## src/rtl/tlb_pkg.sv

```systemverilog
package tlb_pkg;
  // Where an accepted refill is written.
  typedef enum logic [1:0] {
    FILL_SAME  = 2'd0,   // page already present: overwrite in place
    FILL_FREE  = 2'd1,   // lowest invalid entry
    FILL_EVICT = 2'd2    // pseudo-LRU victim
  } fill_src_e;
endpackage

```

## src/rtl/tlb_cam.sv

```systemverilog
module tlb_cam #(
  parameter int ENTRIES = 8,
  parameter int VPN_W   = 20,
  parameter int ASID_W  = 8,
  parameter int PFN_W   = 20,
  parameter int PERM_W  = 4,
  localparam int IDX_W  = $clog2(ENTRIES)
) (
  input  logic               clk,
  input  logic               rst_n,
  input  logic [ASID_W-1:0]  cur_asid,
  input  logic               tag_en,
  input  logic [VPN_W-1:0]   lk_vpn,
  output logic [ENTRIES-1:0] lk_match,
  output logic [PFN_W-1:0]   lk_pfn,
  output logic [PERM_W-1:0]  lk_perm,
  input  logic [VPN_W-1:0]   fill_vpn,
  input  logic [PFN_W-1:0]   fill_pfn,
  input  logic [PERM_W-1:0]  fill_perm,
  input  logic               fill_we,
  input  logic [IDX_W-1:0]   fill_idx,
  output logic [ENTRIES-1:0] fill_match,
  output logic [ENTRIES-1:0] valid_vec,
  input  logic               flush_all,
  input  logic               flush_tag_en,
  input  logic [ASID_W-1:0]  flush_tag
);

  logic [ENTRIES-1:0] valid_q;
  logic [VPN_W-1:0]   vpn_q  [ENTRIES];
  logic [ASID_W-1:0]  asid_q [ENTRIES];
  logic [PFN_W-1:0]   pfn_q  [ENTRIES];
  logic [PERM_W-1:0]  perm_q [ENTRIES];

  assign valid_vec = valid_q;

  for (genvar i = 0; i < ENTRIES; i++) begin : g_ent
    logic tag_ok;
    logic kill;
    logic wr;

    assign tag_ok        = !tag_en || (asid_q[i] == cur_asid);
    assign lk_match[i]   = valid_q[i] && tag_ok && (vpn_q[i] == lk_vpn);
    assign fill_match[i] = valid_q[i] && tag_ok && (vpn_q[i] == fill_vpn);
    assign kill          = flush_all || (flush_tag_en && (asid_q[i] == flush_tag));
    assign wr            = fill_we && (fill_idx == IDX_W'(i));

    always_ff @(posedge clk or negedge rst_n) begin
      if (!rst_n) begin
        valid_q[i] <= 1'b0;
      end else if (kill) begin
        valid_q[i] <= 1'b0;
      end else if (wr) begin
        valid_q[i] <= 1'b1;
      end
    end

    always_ff @(posedge clk) begin
      if (wr && !kill) begin
        vpn_q[i]  <= fill_vpn;
        asid_q[i] <= cur_asid;
        pfn_q[i]  <= fill_pfn;
        perm_q[i] <= fill_perm;
      end
    end

    AST_TAG_FLUSH: assert property (@(posedge clk) disable iff (!rst_n)
      (flush_tag_en && (asid_q[i] == flush_tag)) |=> !valid_q[i]);
  end

  // Read port: the match vector is one-hot on a legal state, so an OR of
  // the gated payloads is the selected entry.
  always_comb begin
    lk_pfn  = '0;
    lk_perm = '0;
    for (int i = 0; i < ENTRIES; i++) begin
      if (lk_match[i]) begin
        lk_pfn  = lk_pfn  | pfn_q[i];
        lk_perm = lk_perm | perm_q[i];
      end
    end
  end

  AST_FLUSH_EMPTY: assert property (@(posedge clk) disable iff (!rst_n)
    flush_all |=> (valid_q == '0));
  AST_SINGLE_MATCH: assert property (@(posedge clk) disable iff (!rst_n)
    tag_en |-> $onehot0(lk_match));

endmodule

```

## src/rtl/tlb_plru.sv

```systemverilog
module tlb_plru #(
  parameter int ENTRIES = 8,
  localparam int IDX_W  = $clog2(ENTRIES),
  localparam int NODES  = ENTRIES - 1
) (
  input  logic             clk,
  input  logic             rst_n,
  input  logic             a_en,     // hit access
  input  logic [IDX_W-1:0] a_leaf,
  input  logic             b_en,     // refill access, applied last
  input  logic [IDX_W-1:0] b_leaf,
  output logic [IDX_W-1:0] victim
);

  logic [NODES-1:0] tree_q, tree_d;

  // Point every node on the leaf's path at the sibling subtree.
  function automatic logic [NODES-1:0] steer_away(input logic [NODES-1:0] t,
                                                  input logic [IDX_W-1:0] leaf);
    logic [NODES-1:0] r;
    r = t;
    for (int k = 0; k < IDX_W; k++) begin
      int node;
      node = (2 ** k) - 1 + int'(leaf >> (IDX_W - k));
      r[node] = ~leaf[IDX_W-1-k];
    end
    return r;
  endfunction

  always_comb begin
    tree_d = tree_q;
    if (a_en) tree_d = steer_away(tree_d, a_leaf);
    if (b_en) tree_d = steer_away(tree_d, b_leaf);
  end

  always_ff @(posedge clk or negedge rst_n) begin
    if (!rst_n) tree_q <= '0;
    else        tree_q <= tree_d;
  end

  // Walk from the root: 0 goes left, 1 goes right.
  always_comb begin
    int node;
    node   = 0;
    victim = '0;
    for (int k = 0; k < IDX_W; k++) begin
      victim[IDX_W-1-k] = tree_q[node];
      node = 2 * node + 1 + int'(tree_q[node]);
    end
  end

  AST_VICTIM_NOT_FILLED: assert property (@(posedge clk) disable iff (!rst_n)
    b_en |=> (victim != $past(b_leaf)));
  AST_VICTIM_NOT_HIT: assert property (@(posedge clk) disable iff (!rst_n)
    (a_en && !b_en) |=> (victim != $past(a_leaf)));

endmodule

```

## src/rtl/tlb_fill_sel.sv

```systemverilog
module tlb_fill_sel
  import tlb_pkg::*;
#(
  parameter int ENTRIES = 8,
  localparam int IDX_W  = $clog2(ENTRIES)
) (
  input  logic [ENTRIES-1:0] valid_vec,
  input  logic [ENTRIES-1:0] fill_match,
  output fill_src_e          src,
  output logic [IDX_W-1:0]   same_idx,
  output logic [IDX_W-1:0]   free_idx
);

  logic any_free;

  always_comb begin
    same_idx = '0;
    for (int i = 0; i < ENTRIES; i++) begin
      if (fill_match[i]) same_idx = IDX_W'(i);
    end
  end

  // Lowest-numbered invalid entry wins: scan downward so it is written last.
  always_comb begin
    free_idx = '0;
    any_free = 1'b0;
    for (int i = ENTRIES - 1; i >= 0; i--) begin
      if (!valid_vec[i]) begin
        free_idx = IDX_W'(i);
        any_free = 1'b1;
      end
    end
  end

  always_comb begin
    if (|fill_match)   src = FILL_SAME;
    else if (any_free) src = FILL_FREE;
    else               src = FILL_EVICT;
  end

endmodule

```

## src/rtl/tlb_tagged.sv

```systemverilog
module tlb_tagged
  import tlb_pkg::*;
#(
  parameter int ADDR_W    = 32,
  parameter int PAGE_BITS = 12,
  parameter int PFN_W     = 20,
  parameter int PERM_W    = 4,
  parameter int ASID_W    = 8,
  parameter int ENTRIES   = 8,
  localparam int VPN_W    = ADDR_W - PAGE_BITS,
  localparam int IDX_W    = $clog2(ENTRIES),
  localparam int PA_W     = PFN_W + PAGE_BITS
) (
  input  logic              clk,
  input  logic              rst_n,
  input  logic [ASID_W-1:0] cur_asid,
  input  logic              tag_en,
  input  logic              lk_valid,
  input  logic [ADDR_W-1:0] lk_vaddr,
  output logic              lk_hit,
  output logic              lk_miss,
  output logic [PA_W-1:0]   lk_paddr,
  output logic [PERM_W-1:0] lk_perm,
  input  logic              fill_valid,
  output logic              fill_ready,
  input  logic [VPN_W-1:0]  fill_vpn,
  input  logic [PFN_W-1:0]  fill_pfn,
  input  logic [PERM_W-1:0] fill_perm,
  input  logic              flush_all,
  input  logic              flush_tag_en,
  input  logic [ASID_W-1:0] flush_tag
);

  logic [ENTRIES-1:0] lk_match, fill_match, valid_vec;
  logic [PFN_W-1:0]   hit_pfn;
  logic [IDX_W-1:0]   hit_idx, fill_idx, same_idx, free_idx, victim;
  logic               fill_we;
  fill_src_e          fill_src;

  assign fill_ready = !(flush_all || flush_tag_en);
  assign fill_we    = fill_valid && fill_ready;

  tlb_cam #(
    .ENTRIES(ENTRIES), .VPN_W(VPN_W), .ASID_W(ASID_W),
    .PFN_W(PFN_W), .PERM_W(PERM_W)
  ) u_cam (
    .clk(clk), .rst_n(rst_n),
    .cur_asid(cur_asid), .tag_en(tag_en),
    .lk_vpn(lk_vaddr[ADDR_W-1:PAGE_BITS]),
    .lk_match(lk_match), .lk_pfn(hit_pfn), .lk_perm(lk_perm),
    .fill_vpn(fill_vpn), .fill_pfn(fill_pfn), .fill_perm(fill_perm),
    .fill_we(fill_we), .fill_idx(fill_idx), .fill_match(fill_match),
    .valid_vec(valid_vec),
    .flush_all(flush_all), .flush_tag_en(flush_tag_en), .flush_tag(flush_tag)
  );

  assign lk_hit   = lk_valid && (|lk_match);
  assign lk_miss  = lk_valid && !(|lk_match);
  assign lk_paddr = {hit_pfn, lk_vaddr[PAGE_BITS-1:0]};

  always_comb begin
    hit_idx = '0;
    for (int i = 0; i < ENTRIES; i++) begin
      if (lk_match[i]) hit_idx = IDX_W'(i);
    end
  end

  tlb_fill_sel #(.ENTRIES(ENTRIES)) u_sel (
    .valid_vec(valid_vec), .fill_match(fill_match),
    .src(fill_src), .same_idx(same_idx), .free_idx(free_idx)
  );

  always_comb begin
    case (fill_src)
      FILL_SAME: fill_idx = same_idx;
      FILL_FREE: fill_idx = free_idx;
      default:   fill_idx = victim;
    endcase
  end

  tlb_plru #(.ENTRIES(ENTRIES)) u_plru (
    .clk(clk), .rst_n(rst_n),
    .a_en(lk_hit), .a_leaf(hit_idx),
    .b_en(fill_we), .b_leaf(fill_idx),
    .victim(victim)
  );

  AST_HIT_XOR_MISS: assert property (@(posedge clk) disable iff (!rst_n)
    lk_valid |-> (lk_hit != lk_miss));
  AST_IDLE_QUIET: assert property (@(posedge clk) disable iff (!rst_n)
    !lk_valid |-> (!lk_hit && !lk_miss));
  AST_NO_FILL_IN_FLUSH: assert property (@(posedge clk) disable iff (!rst_n)
    (flush_all || flush_tag_en) |-> !fill_ready);
  AST_EVICT_ONLY_FULL: assert property (@(posedge clk) disable iff (!rst_n)
    (fill_we && fill_src == FILL_EVICT) |-> (&valid_vec));

endmodule

```

## config.mk

```make
export PLATFORM = sky130hd
export DESIGN_NAME = tlb_tagged
export DESIGN_NICKNAME = d
export VERILOG_FILES = /design/src/rtl/tlb_pkg.sv /design/src/rtl/tlb_cam.sv /design/src/rtl/tlb_plru.sv /design/src/rtl/tlb_fill_sel.sv /design/src/rtl/tlb_tagged.sv
export SDC_FILE = /design/constraint.sdc
export NUM_CORES = 1
export LEC_CHECK = 0
export ABC_AREA = 1
export ABC_CLOCK_PERIOD_IN_PS = 15500
export BUFFER_PORTS_ARGS = -buffer_cell sky130_fd_sc_hd__buf_2
export CAP_MARGIN = 30
export CORE_MARGIN = 5
export CORE_UTILIZATION = 50
export DETAILED_ROUTE_END_ITERATION = 12
export GPL_TIMING_DRIVEN = 0
export PLACE_DENSITY = 0.68
export SYNTH_ARGS = -nofsm -noshare
export SYNTH_HDL_FRONTEND = slang
export SYNTH_HIERARCHICAL = 1
export SYNTH_SLANG_ARGS = --single-unit
```

## constraint.sdc

```tcl
create_clock -name clk -period 15.5 [get_ports clk]
set_input_delay 3.1 -clock clk [delete_from_list [all_inputs] [get_ports clk]]
set_output_delay 3.1 -clock clk [all_outputs]
set_load 0.005 [all_outputs]
```

==> PnR_summary.wiki <==
{| class="wikitable"
! Metric !! Value
|-
| Maximum level of the CTS H-tree || 2
|-
| Worst min-delay path startpoint || u_cam/valid_vec[7]
|-
| Clock tree from TritonCTS || done
|-
| Actual transition at the worst max-transition pin || about 0.95 ns
|-
| Residual antenna-violating net count after detailed routing || 0
|-
| Starting density of the core || 0.507
|-
| Critical path fanouts, max || 10
|-
| Total via count after detailed routing || 16300
|-
| Register area || 12900 um^2
|-
| Maximum vdd ir drop || ~0.079 mV
|-
| Area used by multi-input combinational logic || 8210 um^2
|-
| Vias per std cell || 5.45
|-
| Cell area after placement || between 20000 and 25000 um^2
|-
| Endpoint kind of the worst setup timing path || output port
|-
| Cell chosen for the clock root || sky130_fd_sc_hd__clkbuf_16
|-
| Number of I/O pins || about 140
|-
| Gr ovfl total || 0
|-
| Critical setup path kind || input port to output port
|-
| Length in cells of the worst reg-to-reg path || 20
|-
| Synthesized area || approximately 22000 um^2
|-
| Number of register bits inferred by synthesis || roughly 430
|-
| Largest delay share family, worst path || simple AND/OR/NAND/NOR gates
|-
| Top achievable clock speed || 117 MHz
|-
| RR Startpoint || u_cam/asid_q[0][15]
|-
| Proportion of synthesized flip-flops having asynchronous set or reset || 0.0348
|-
| Fill cell count || 3739
|-
| CP arrival || 5.43 ns
|-
| Core utilization of the finished layout || 0.582
|-
| Maximum clock insertion buffer count || 3
|-
| Core region area || 44300 um^2
|-
| Final design instance area without fill || between 20000 and 30000 um^2
|-
| Post-synth net total || 2291
|-
| Setup repair after global routing missed its margin || no
|-
| DRC violations left || 0
|-
| Synthesis-to-layout area growth || 14.8%
|-
| Final hold slack || approximately 0.57 ns
|-
| Placer congestion estimate || 0.970
|-
| Hold/Removal Path Class || flop to flop
|-
| Crit path max-delay cell type || sky130_fd_sc_hd__a21oi_4
|-
| Number of sinks driven by the clock tree || 431
|-
| Fraction of layout cells with a size suffix above 1 || 0.152
|-
| Fin worst setup slack || 6.97 ns
|-
| Setup slack after placement || approximately 7 ns
|-
| YS warnings || 6
|-
| End of the worst hold path || u_cam/valid_vec[7]
|-
| GR Util All Layers || 0.247
|-
| Portion of the post-synthesis area used by sequential elements || 0.572
|-
| Period utilization || 0.550
|-
| Number of setup buffers added after CTS || 0
|-
| Most numerous cell in the Yosys netlist || sky130_fd_sc_hd__nand2_1
|-
| Initial antenna violation count || 4
|-
| Port bufs || 100
|-
| Final layout net count || between 2000 and 2500
|-
| First-pass DRT Iterations || 5
|-
| Worst relative slew slack || 0.364
|-
| Max capacitance violation total || 0
|-
| Ordered cell list for the critical path || buf_2 > buf_6 > inv_2 > nand2_1 > nand2_1 > nand2_1 > nor2_1 > nand2_1 > a21oi_4 > buf_4 > and2_1 > nor2_2 > nand3_2 > nor2_1 > nor2_1 > buf_2
|-
| Die width || 222 um
|-
| Number of global-route vias before repair || 15600
|-
| Share of the synthesized area in the top cell type || 0.556
|-
| Clock slew at the register clock pins of the worst setup and hold paths || approximately 0.050 ns
|-
| Run status || completed
|-
| Total negative setup slack || 0 ns
|-
| Synthesized instance count || ~2200
|-
| FF-to-FF setup slack || between 10 and 15 ns
|-
| DIE AREA || approximately 50000 um^2
|-
| Cell Pwr Density || 99.5 nW/um^2
|-
| Minimum period implied by the final worst setup slack || 8.53 ns
|-
| Chip height || approximately 220 um
|-
| WP data required || ~12 ns
|-
| Cell types with the highest counts after synthesis || 536 x sky130_fd_sc_hd__nand2_1, 416 x sky130_fd_sc_hd__edfxtp_1, 263 x sky130_fd_sc_hd__xnor2_1
|-
| Cell depth of the worst min-delay path || 2
|-
| Launching element type of the critical path || input port
|-
| Pin count of the biggest net entering global routing || 27
|-
| Most used flip-flop cell after synthesis || sky130_fd_sc_hd__edfxtp_1
|-
| Half-perimeter wire length of the detailed placement result || between 40000 and 50000 um
|-
| Count of buffering cells on the critical path with inverters included || 5
|-
| Final Setup Violations || 0
|-
| TritonCTS buffer count || 47
|-
| Final routed wire length divided by cell count || 20.8 um
|-
| # resized after CTS || 0
|-
| Mapped Avg Cell Area || around 10 um^2
|-
| Cell taking the most area after synthesis || sky130_fd_sc_hd__edfxtp_1
|-
| Number of hold-repair buffers added at the cts stage || 0
|-
| Worst path most repeated cell || sky130_fd_sc_hd__nand2_1
|-
| Initial drt markers || roughly 1700
|-
| Count of different cell masters after synthesis || 43
|-
| Cell leakage power || 9.96 nW
|-
| Slowest Stage Delay on Critical Path || 0.37 ns
|-
| Worst-skew pair later-pin latency || approximately 0.60 ns
|-
| Largest clock skew in the final design || about 0.031 ns
|-
| Max-slew violation count || 0
|-
| Largest cells by area after synthesis || sky130_fd_sc_hd__edfxtp_1 56%, sky130_fd_sc_hd__xnor2_1 10%, sky130_fd_sc_hd__nand2_1 9.0%
|-
| Rows || 77
|-
| Final Hold Violating Endpoints || 0
|-
| Drt total wl || approximately 62000 um
|-
| Number of enable-type register cells in the synthesized netlist || around 420
|-
| Capture instance of the worst register-to-register path || u_cam/vpn_q[0][47]
|-
| First-pass GRT wire length || roughly 94000 um
|}
-- layer usage --
layer | wire length (um) | global-route usage | vias up
met4 | 1320 | 0.0640 | 4
li1 | - | - | 7661
met5 | 21 | 0 | -
met2 | 28200 | 0.381 | 810
met1 | 26400 | 0.362 | 7777
met3 | 6420 | 0.0479 | 92
-- how the worst max path moves through the flow --
stage,startpoint,depth (start not counted),endpoint
after global routing,cur_asid[6],14,lk_hit
after detailed placement,cur_asid[6],14,lk_hit
after floorplan,fill_vpn[0],15,u_cam/asid_q[0][0]
after CTS,cur_asid[6],14,lk_hit
after global placement,fill_vpn[1],16,u_cam/vpn_q[0][7]
final,cur_asid[5],16,lk_hit
-- metrics by stage --
step                power (mW)  cells
floorplan                 1.41   2182
global placement          1.47   2874
detailed placement        1.47   2909
CTS                       2.58   2997
global route              2.65   2997
finish                    2.57   2998
-- worst register-to-register path, stage by stage, from the launching register on --
cell                       delay, ns
sky130_fd_sc_hd__edfxtp_1       0.47
sky130_fd_sc_hd__xnor2_1        0.19
sky130_fd_sc_hd__nand2_1        0.09
sky130_fd_sc_hd__nor2_1         0.23
sky130_fd_sc_hd__nand2_1        0.19
sky130_fd_sc_hd__a21oi_4        0.35
sky130_fd_sc_hd__buf_4          0.28
sky130_fd_sc_hd__nor2b_1        0.19
sky130_fd_sc_hd__nor2_1         0.07
sky130_fd_sc_hd__nand3_2        0.08
sky130_fd_sc_hd__nor2_1         0.05
sky130_fd_sc_hd__nand2_1        0.06
sky130_fd_sc_hd__inv_1          0.06
sky130_fd_sc_hd__nand3_1        0.08
sky130_fd_sc_hd__nand3_1        0.31
sky130_fd_sc_hd__nor2_1         0.48
sky130_fd_sc_hd__inv_1          0.21
sky130_fd_sc_hd__nor3_2         0.74
sky130_fd_sc_hd__buf_6          0.25
sky130_fd_sc_hd__buf_6          0.19
sky130_fd_sc_hd__buf_6          0.18
-- cells in the final DEF, fill, tap and decap left out, types with 5 or more instances in the layout --
cell type and n:
sky130_fd_sc_hd__nor3_1 11, sky130_fd_sc_hd__o22ai_1 5, sky130_fd_sc_hd__and2_1 8, sky130_fd_sc_hd__clkbuf_1 18, sky130_fd_sc_hd__buf_6 59, sky130_fd_sc_hd__o21ai_0 19, sky130_fd_sc_hd__nand4_1 31, sky130_fd_sc_hd__inv_2 13
sky130_fd_sc_hd__a21oi_1 17, sky130_fd_sc_hd__nand2_1 536, sky130_fd_sc_hd__nor4_1 18, sky130_fd_sc_hd__a21oi_4 7, sky130_fd_sc_hd__clkbuf_16 47, sky130_fd_sc_hd__or2_2 18, sky130_fd_sc_hd__o211ai_1 5, sky130_fd_sc_hd__nor2_1 172
sky130_fd_sc_hd__clkinv_1 12, sky130_fd_sc_hd__o2111ai_1 8, sky130_fd_sc_hd__xor2_1 46, sky130_fd_sc_hd__nor3_2 7, sky130_fd_sc_hd__buf_2 120, sky130_fd_sc_hd__buf_8 5, sky130_fd_sc_hd__a221oi_1 5, sky130_fd_sc_hd__nor2_4 12
sky130_fd_sc_hd__buf_12 6, sky130_fd_sc_hd__ha_1 10, sky130_fd_sc_hd__dfrtp_1 15, sky130_fd_sc_hd__buf_4 37, sky130_fd_sc_hd__bufinv_16 5, sky130_fd_sc_hd__clkinv_2 8, sky130_fd_sc_hd__xnor2_1 263, sky130_fd_sc_hd__edfxtp_1 416
sky130_fd_sc_hd__nand3_1 255, sky130_fd_sc_hd__inv_1 148
-- final cells by class --
cell class,count,share of cell area
antenna,1,0.0000970
clock buffer,58,0.0476
buffer,103,0.0324
clock inverter,30,0.0122
sequential,431,0.499
timing repair buffer,135,0.0384
multi-input combinational,1485,0.318
tap,592,0.0287
inverter,163,0.0237
-- state kept, by name, indices dropped and copies added (netlist names) --
signal           flops
u_cam/pfn_q        160
u_cam/vpn_q        160
u_cam/asid_q        64
u_cam/perm_q        32
u_cam/valid_vec      8
u_plru/tree_q        7
-- report_power, final --
group | switching [mW] | internal (mW)
clock | 0.464 | 0.650
combinational | 0.105 | 0.0627
sequential | 0.00326 | 1.28
-- kinds of logic after synthesis --
group,synth area share
compound gates,0.0246
buf+inv,0.0644
xor+xnor,0.120
flops,0.572
simple gates,0.213
fa+ha+maj,0.00557
Note: power is estimated with default switching activity, not from simulation.
